### src/rtl/wdog_pkg.sv
package wdog_pkg;
  localparam int unsigned CNT_W  = 12;
  localparam int unsigned DATA_W = 32;
  localparam int unsigned ADDR_W = 2;

  typedef enum logic [ADDR_W-1:0] {
    REG_MODE = 2'd0,
    REG_CTRL = 2'd1,
    REG_STAT = 2'd2,
    REG_CNT  = 2'd3
  } reg_addr_e;

  // mode register field positions
  localparam int unsigned RELOAD_LSB = 0;
  localparam int unsigned IEN_BIT    = 12;
  localparam int unsigned RSTEN_BIT  = 13;
  localparam int unsigned DIS_BIT    = 15;
  localparam int unsigned WIN_LSB    = 16;
  localparam int unsigned DHALT_BIT  = 28;
  localparam int unsigned IHALT_BIT  = 29;

  // control register fields
  localparam int unsigned KEY_LSB    = 24;
  localparam int unsigned KEY_W      = 8;
  localparam int unsigned RESTART_BIT = 0;

  typedef struct packed {
    logic             halt_idle;
    logic             halt_dbg;
    logic [CNT_W-1:0] win;
    logic             dis;
    logic             rsten;
    logic             ien;
    logic [CNT_W-1:0] reload;
  } mode_t;
endpackage

### src/rtl/wdog_prescaler.sv
module wdog_prescaler #(
  parameter int unsigned PRE_W = 7
) (
  input  logic clk,
  input  logic rst_n,
  input  logic clr,
  input  logic run,
  input  logic tick,
  output logic step
);
  logic [PRE_W-1:0] pre_q, pre_d;

  assign step = run && tick && (pre_q == {PRE_W{1'b1}}) && !clr;

  always_comb begin
    pre_d = pre_q;
    if (clr)
      pre_d = '0;
    else if (run && tick)
      pre_d = pre_q + 1'b1;
  end

  always_ff @(posedge clk or negedge rst_n) begin
    if (!rst_n) pre_q <= '0;
    else        pre_q <= pre_d;
  end
endmodule

### src/rtl/wdog_counter.sv
module wdog_counter #(
  parameter int unsigned W = 12
) (
  input  logic         clk,
  input  logic         rst_n,
  input  logic         load,
  input  logic [W-1:0] load_val,
  input  logic         step,
  output logic [W-1:0] cnt,
  output logic         unf_evt
);
  logic [W-1:0] cnt_q, cnt_d;
  logic         exp_q, exp_d;

  assign cnt = cnt_q;

  always_comb begin
    cnt_d   = cnt_q;
    exp_d   = exp_q;
    unf_evt = 1'b0;
    if (load) begin
      cnt_d = load_val;
      exp_d = 1'b0;
    end else if (step) begin
      if (cnt_q != '0) begin
        cnt_d = cnt_q - 1'b1;
      end else if (!exp_q) begin
        exp_d   = 1'b1;
        unf_evt = 1'b1;
      end
    end
  end

  always_ff @(posedge clk or negedge rst_n) begin
    if (!rst_n) begin
      cnt_q <= {W{1'b1}};
      exp_q <= 1'b0;
    end else begin
      cnt_q <= cnt_d;
      exp_q <= exp_d;
    end
  end
endmodule

### src/rtl/wdog_status.sv
module wdog_status (
  input  logic clk,
  input  logic rst_n,
  input  logic clr,
  input  logic err_evt,
  input  logic unf_evt,
  input  logic rsten,
  input  logic ien,
  output logic stat_err,
  output logic stat_unf,
  output logic fault,
  output logic irq
);
  logic err_q, err_d, unf_q, unf_d, flt_q, flt_d;

  always_comb begin
    err_d = clr ? 1'b0 : err_q;
    unf_d = clr ? 1'b0 : unf_q;
    flt_d = clr ? 1'b0 : flt_q;
    if (err_evt) begin
      err_d = 1'b1;
      flt_d = 1'b1;
    end
    if (unf_evt) begin
      unf_d = 1'b1;
      if (rsten) flt_d = 1'b1;
    end
  end

  always_ff @(posedge clk or negedge rst_n) begin
    if (!rst_n) begin
      err_q <= 1'b0;
      unf_q <= 1'b0;
      flt_q <= 1'b0;
    end else begin
      err_q <= err_d;
      unf_q <= unf_d;
      flt_q <= flt_d;
    end
  end

  assign stat_err = err_q;
  assign stat_unf = unf_q;
  assign fault    = flt_q;
  assign irq      = ien && (err_q || unf_q);
endmodule

### src/rtl/wdog_window.sv
module wdog_window
  import wdog_pkg::*;
#(
  parameter int unsigned PRE_W = 7,
  parameter logic [KEY_W-1:0] KEY = 8'hA5
) (
  input  logic              clk,
  input  logic              rst_n,
  input  logic              slow_tick,
  input  logic              cpu_idle,
  input  logic              cpu_debug,
  input  logic              wr_en,
  input  logic [ADDR_W-1:0] wr_addr,
  input  logic [DATA_W-1:0] wr_data,
  input  logic              rd_en,
  input  logic [ADDR_W-1:0] rd_addr,
  output logic [DATA_W-1:0] rd_data,
  output logic              fault,
  output logic              irq
);
  mode_t            mode_q, mode_d, mode_wval;
  logic             lock_q, lock_d;
  logic             mode_try, mode_wr, restart, load, run, step;
  logic             err_evt, unf_evt, stat_clr, stat_err, stat_unf;
  logic [CNT_W-1:0] cnt, load_val;
  logic [DATA_W-1:0] mode_rd;
  logic             unused_bits;

  assign unused_bits = wr_data[14];

  // decode of the write port
  assign mode_wval.reload    = wr_data[RELOAD_LSB +: CNT_W];
  assign mode_wval.ien       = wr_data[IEN_BIT];
  assign mode_wval.rsten     = wr_data[RSTEN_BIT];
  assign mode_wval.dis       = wr_data[DIS_BIT];
  assign mode_wval.win       = wr_data[WIN_LSB +: CNT_W];
  assign mode_wval.halt_dbg  = wr_data[DHALT_BIT];
  assign mode_wval.halt_idle = wr_data[IHALT_BIT];

  assign mode_try = wr_en && (wr_addr == REG_MODE);
  assign mode_wr  = mode_try && !lock_q;
  assign restart  = wr_en && (wr_addr == REG_CTRL)
                 && (wr_data[KEY_LSB +: KEY_W] == KEY) && wr_data[RESTART_BIT];
  assign load     = mode_wr || restart;
  assign load_val = mode_wr ? mode_wval.reload : mode_q.reload;

  // window check: early restart is an error regardless of disable
  assign err_evt  = restart && (cnt > mode_q.win) && (cnt <= mode_q.reload);

  assign run = !mode_q.dis
            && !(mode_q.halt_idle && cpu_idle)
            && !(mode_q.halt_dbg  && cpu_debug);

  assign stat_clr = rd_en && (rd_addr == REG_STAT);

  always_comb begin
    mode_d = mode_q;
    lock_d = lock_q;
    if (mode_wr) begin
      mode_d = mode_wval;
      lock_d = 1'b1;
    end
  end

  always_ff @(posedge clk or negedge rst_n) begin
    if (!rst_n) begin
      mode_q.reload    <= {CNT_W{1'b1}};
      mode_q.ien       <= 1'b0;
      mode_q.rsten     <= 1'b1;
      mode_q.dis       <= 1'b0;
      mode_q.win       <= {CNT_W{1'b1}};
      mode_q.halt_dbg  <= 1'b0;
      mode_q.halt_idle <= 1'b0;
      lock_q           <= 1'b0;
    end else begin
      mode_q <= mode_d;
      lock_q <= lock_d;
    end
  end

  wdog_prescaler #(.PRE_W(PRE_W)) i_pre (
    .clk   (clk),
    .rst_n (rst_n),
    .clr   (load),
    .run   (run),
    .tick  (slow_tick),
    .step  (step)
  );

  wdog_counter #(.W(CNT_W)) i_cnt (
    .clk      (clk),
    .rst_n    (rst_n),
    .load     (load),
    .load_val (load_val),
    .step     (step),
    .cnt      (cnt),
    .unf_evt  (unf_evt)
  );

  wdog_status i_stat (
    .clk      (clk),
    .rst_n    (rst_n),
    .clr      (stat_clr),
    .err_evt  (err_evt),
    .unf_evt  (unf_evt),
    .rsten    (mode_q.rsten),
    .ien      (mode_q.ien),
    .stat_err (stat_err),
    .stat_unf (stat_unf),
    .fault    (fault),
    .irq      (irq)
  );

  always_comb begin
    mode_rd = '0;
    mode_rd[RELOAD_LSB +: CNT_W] = mode_q.reload;
    mode_rd[IEN_BIT]             = mode_q.ien;
    mode_rd[RSTEN_BIT]           = mode_q.rsten;
    mode_rd[DIS_BIT]             = mode_q.dis;
    mode_rd[WIN_LSB +: CNT_W]    = mode_q.win;
    mode_rd[DHALT_BIT]           = mode_q.halt_dbg;
    mode_rd[IHALT_BIT]           = mode_q.halt_idle;
  end

  always_comb begin
    rd_data = '0;
    case (rd_addr)
      REG_MODE: rd_data = mode_rd;
      REG_STAT: rd_data = {{(DATA_W-2){1'b0}}, stat_err, stat_unf};
      REG_CNT:  rd_data = {{(DATA_W-CNT_W){1'b0}}, cnt};
      default:  rd_data = '0;
    endcase
  end
endmodule

### config.mk
export PLATFORM = sky130hd
export DESIGN_NAME = wdog_window
export DESIGN_NICKNAME = d
export VERILOG_FILES = /design/src/rtl/wdog_pkg.sv /design/src/rtl/wdog_prescaler.sv /design/src/rtl/wdog_counter.sv /design/src/rtl/wdog_status.sv /design/src/rtl/wdog_window.sv
export SDC_FILE = /design/constraint.sdc
export NUM_CORES = 1
export LEC_CHECK = 0
export BUFFER_PORTS_ARGS = -buffer_cell sky130_fd_sc_hd__buf_2
export CAP_MARGIN = 20
export CORE_MARGIN = 4
export CORE_UTILIZATION = 55
export DETAILED_ROUTE_END_ITERATION = 6
export HOLD_SLACK_MARGIN = 0.1
export PLACE_DENSITY = 0.89
export SLEW_MARGIN = 20
export SYNTH_ARGS = -nofsm -noshare
export SYNTH_HDL_FRONTEND = slang
export SYNTH_SLANG_ARGS = --single-unit
### constraint.sdc
create_clock -name clk -period 2.25 [get_ports clk]
set_input_delay 0.3375 -clock clk [delete_from_list [all_inputs] [get_ports clk]]
set_output_delay 0.3375 -clock clk [all_outputs]
set_load 0.05 [all_outputs]
==> reports/metrics.csv <==
stage,metric,value,unit
floorplanning,dieArea,0.00748,mm2
placed_design,io_buffers,72,
timing,min_period,2.11,ns
grt,grtUsageTotal,23.4,%
clock_network,numClockSinks,53,
synthesis,synth-async-reset-ratio,100,%
power_and_ir_drop,p_leak,1.88,nW
floorplanning,ioPinCount,77,
synthesis,synth_edf_count,0,
synthesis,avgSynthCellArea,9.76,um2
grt,grt_first_pass_wirelength,14.1,mm
critical_path,cp_slowest_cell,dfstp_2,
timing,relSlewSlack,56.4,%
critical_path,arrival,2.29,ns
timing,tns,0,ns
drt,wirelength,8.42,mm
clock_network,clock_path_buffers,2,
drt,dr.pass1.iters,5,
timing,fin_crit_sh,93.7,%
drt,ant_nets,0,
hold_path,min_path_type,primary input to async pin,
timing,worstMarginPinSlew,0.655,ns
layout,finalNetCount,493,
power_and_ir_drop,power.density,1240,mW/mm2
floorplanning,die_h,86.5,um
synthesis,yosys-top-cells-area,"dfstp_2 (29%), dfrtp_1 (12%), ha_1 (9.6%)",
critical_path,worstSetupEndpointType,flip-flop,
timing,layout_setup_ws,0.142,ns
clock_network,cts_tree,yes,
synthesis,synth_top_area_share,28.7,%
timing,hold_ws,0.137,ns
clock_network,cts_setup_buffers,0,
synthesis,ys.flop_type,dfstp_2,
critical_path,critPathTopFamily,compound AO/OA/AOI/OAI gates,
grt,grt_pass1_vias,3058,
layout,antenna_cells,0,
placed_design,place_inst,492,
placed_design,dp_slack,0.179,ns
layout,layout.cells.non_filler,500,
critical_path,timing.rr.start,mode_q[17],
floorplanning,num_rows,28,
run_status,status,completed,
drt,vias,2908,
clock_network,numCtsBuffers,5,
synthesis,ys_types,56,
synthesis,synth_area,0.00339,mm2
clock_network,cts_root_buf,clkbuf_8,
synthesis,syn_inst,347,
critical_path,cp-startpoint,mode_q[17],
power_and_ir_drop,vdd_drop_max,0.641,mV
floorplanning,core_area,0.00596,mm2
synthesis,synth_warnings,0,
layout,seq_area,0.00137,mm2
clock_network,clk_latency,0.31,ns
drt,wire_per_inst,16.8,um
timing,finClkSkew,0.00370,ns
layout,multi_input_area,0.00183,mm2
critical_path,path_buf_inv,2,
timing,slew_viol_final,0,
synthesis,synth_top_area_cell,dfstp_2,
layout,area_growth,18.1,%
floorplanning,start_util,56.8,%
critical_path,critPathKind,flip-flop to flip-flop,
floorplanning,die_x,86.5,um
grt,grt_max_degree,54,
critical_path,startpoint_type,flip-flop,
clock_network,htree_levels,2,
drt,drc,0,
grt,antenna_found_initial,0,
drt,drt-vias-per-instance,5.82,
grt,grt_overflow,0,
critical_path,crit_chain,"inv_1, ha_1, and3_1, nor2b_1, o31a_1, o41ai_1, buf_4, o211ai_1",
layout,drive_gt1_share,37.9,%
placed_design,hpwl,6.40,mm
timing,hold_viol,0,
critical_path,max_stage_delay,0.53,ns
timing,rsz0062_at_grt,yes,
drt,drt_iter0_markers,194,
timing,clock.fmax,474,MHz
critical_path,worstPathRequired,2.43,ns
synthesis,synth-seq-area-share,40.5,%
placed_design,place_congestion,0.918,
layout,fillers,487,
flow_run,drv_cap,0,
clock_network,clk_pin_slew,0.10,ns
synthesis,ys_ff_latch,53,
critical_path,critPathMaxFanout,3,
timing,setup_viol_count_final,0,
==> registers in the layout, indices dropped and copies added (netlist names) <==
register and cells:
mode_q 29, i_stat.stat_unf 1, i_pre.pre_q 7, i_stat.fault 1, i_cnt.exp_q 1, i_stat.stat_err 1, lock_q 1, i_cnt.cnt 12
==> layout by cell type, fill, tap and decap left out, types with 3 or more instances in the layout <==
cell	count
and2_1	8
nand2_1	30
nor4b_1	3
nor3_1	13
dfrtp_1	16
dfstp_2	37
a22o_1	11
mux2_2	17
mux2i_1	3
xnor2_1	3
buf_2	72
o21ai_0	26
inv_1	28
nor2_1	15
conb_1	3
nand4_1	11
xor2_1	10
a21oi_1	12
nor2b_1	3
nand3_1	10
nor4_1	5
buf_4	14
ha_1	26
clkbuf_8	5
==> final cells by class <==
cell class	instances	area share [%]
multi-input cells	250	45.6
flip-flops and latches	53	34.3
repair buffers	86	11.6
inverters	28	2.63
well taps	75	2.35
clock buffers	5	1.72
clock inverters	3	1.72
==> layer usage <==
| metal | up-vias | share of wire (%) | GRT usage (%) |
|---|---|---|---|
| met5 | - | 0 | 0 |
| met4 | 0 | 1.7 | 6.94 |
| met3 | 14 | 6.1 | 3.61 |
| met2 | 91 | 50 | 41.4 |
| met1 | 1416 | 42 | 29.5 |
| li1 | 1387 | - | - |
==> cell families (layout without fill, tap and decap cells) <==
group	after synthesis	count (layout)	synth area share, %
and+or+nand+nor	119	119	20.6
AOI/OAI and AO/OA	69	69	13.5
other	1	3	0.111
adders and majority gates	26	26	9.61
xor gates and xnor gates	13	13	3.36
DFF	53	53	40.5
buffers and inverters	46	122	5.76
muxes	20	20	6.54
==> worst register-to-register path: stages, from the launching register on <==
cell and delay, ns:
dfstp_2 0.53, inv_1 0.06, ha_1 0.31, and3_1 0.21
nor2b_1 0.13, o31a_1 0.24, o41ai_1 0.24, buf_4 0.18
o211ai_1 0.08
==> cell usage after synthesis, types with 2 or more instances <==
master and instances:
nand2_1 30, nor3_1 13, nor4_1 5, xnor2_1 3, mux2i_1 3, nor4bb_1 2
buf_4 3, and2_1 8, and4_1 2, a22o_1 11, nor2_1 15, xor2_1 10
nand4_2 2, nor4b_1 3, buf_2 3, a211o_1 2, a21oi_1 12, mux2_2 17
dfrtp_1 16, o21ai_0 26, ha_1 26, and3_1 2, nand3_1 10, o211a_1 2
inv_1 28, nand4_1 11, nand2b_1 2, nand3b_1 2, dfstp_2 37, clkbuf_1 11
a31oi_1 2, o21a_1 2, nor2b_1 3
==> worst paths after layout <==
| check | cells past startpoint | slack, ns | endpoint |
|---|---|---|---|
| max reg2reg | 8 | 0.14 | i_stat.fault |
| min | 2 | 0.14 | lock_q |
| min in group clk | 3 | 0.23 | mode_q[22] |
| min reg2reg | 1 | 0.53 | mode_q[14] |
| max | 8 | 0.14 | i_stat.fault |
| max in group asynchronous | 2 | 1.68 | i_pre.pre_q[6] |
==> per-stage QoR <==
stage	cell area, um2	utilization, %	total power (W)
after floorplan	3390	-	0.00353
after global placement	3860	64.9	0.00403
after detailed placement	3860	64.9	0.00417
after CTS	4000	67.2	0.00498
after global routing	4000	67.2	0.00534
final	4000	67.2	0.00496
==> timing repair <==
action / CTS / global route
setup endpoints to repair: 0 / 3
resized for setup: 0 / 0
hold buffers: 0 / 0
==> power by group <==
group	internal [W]	switching, W
logic	0.000898	0.00135
clock network	0.000448	0.000331
registers	0.00155	0.000377
total	0.00290	0.00206
Power figures use the tool's default switching activity.
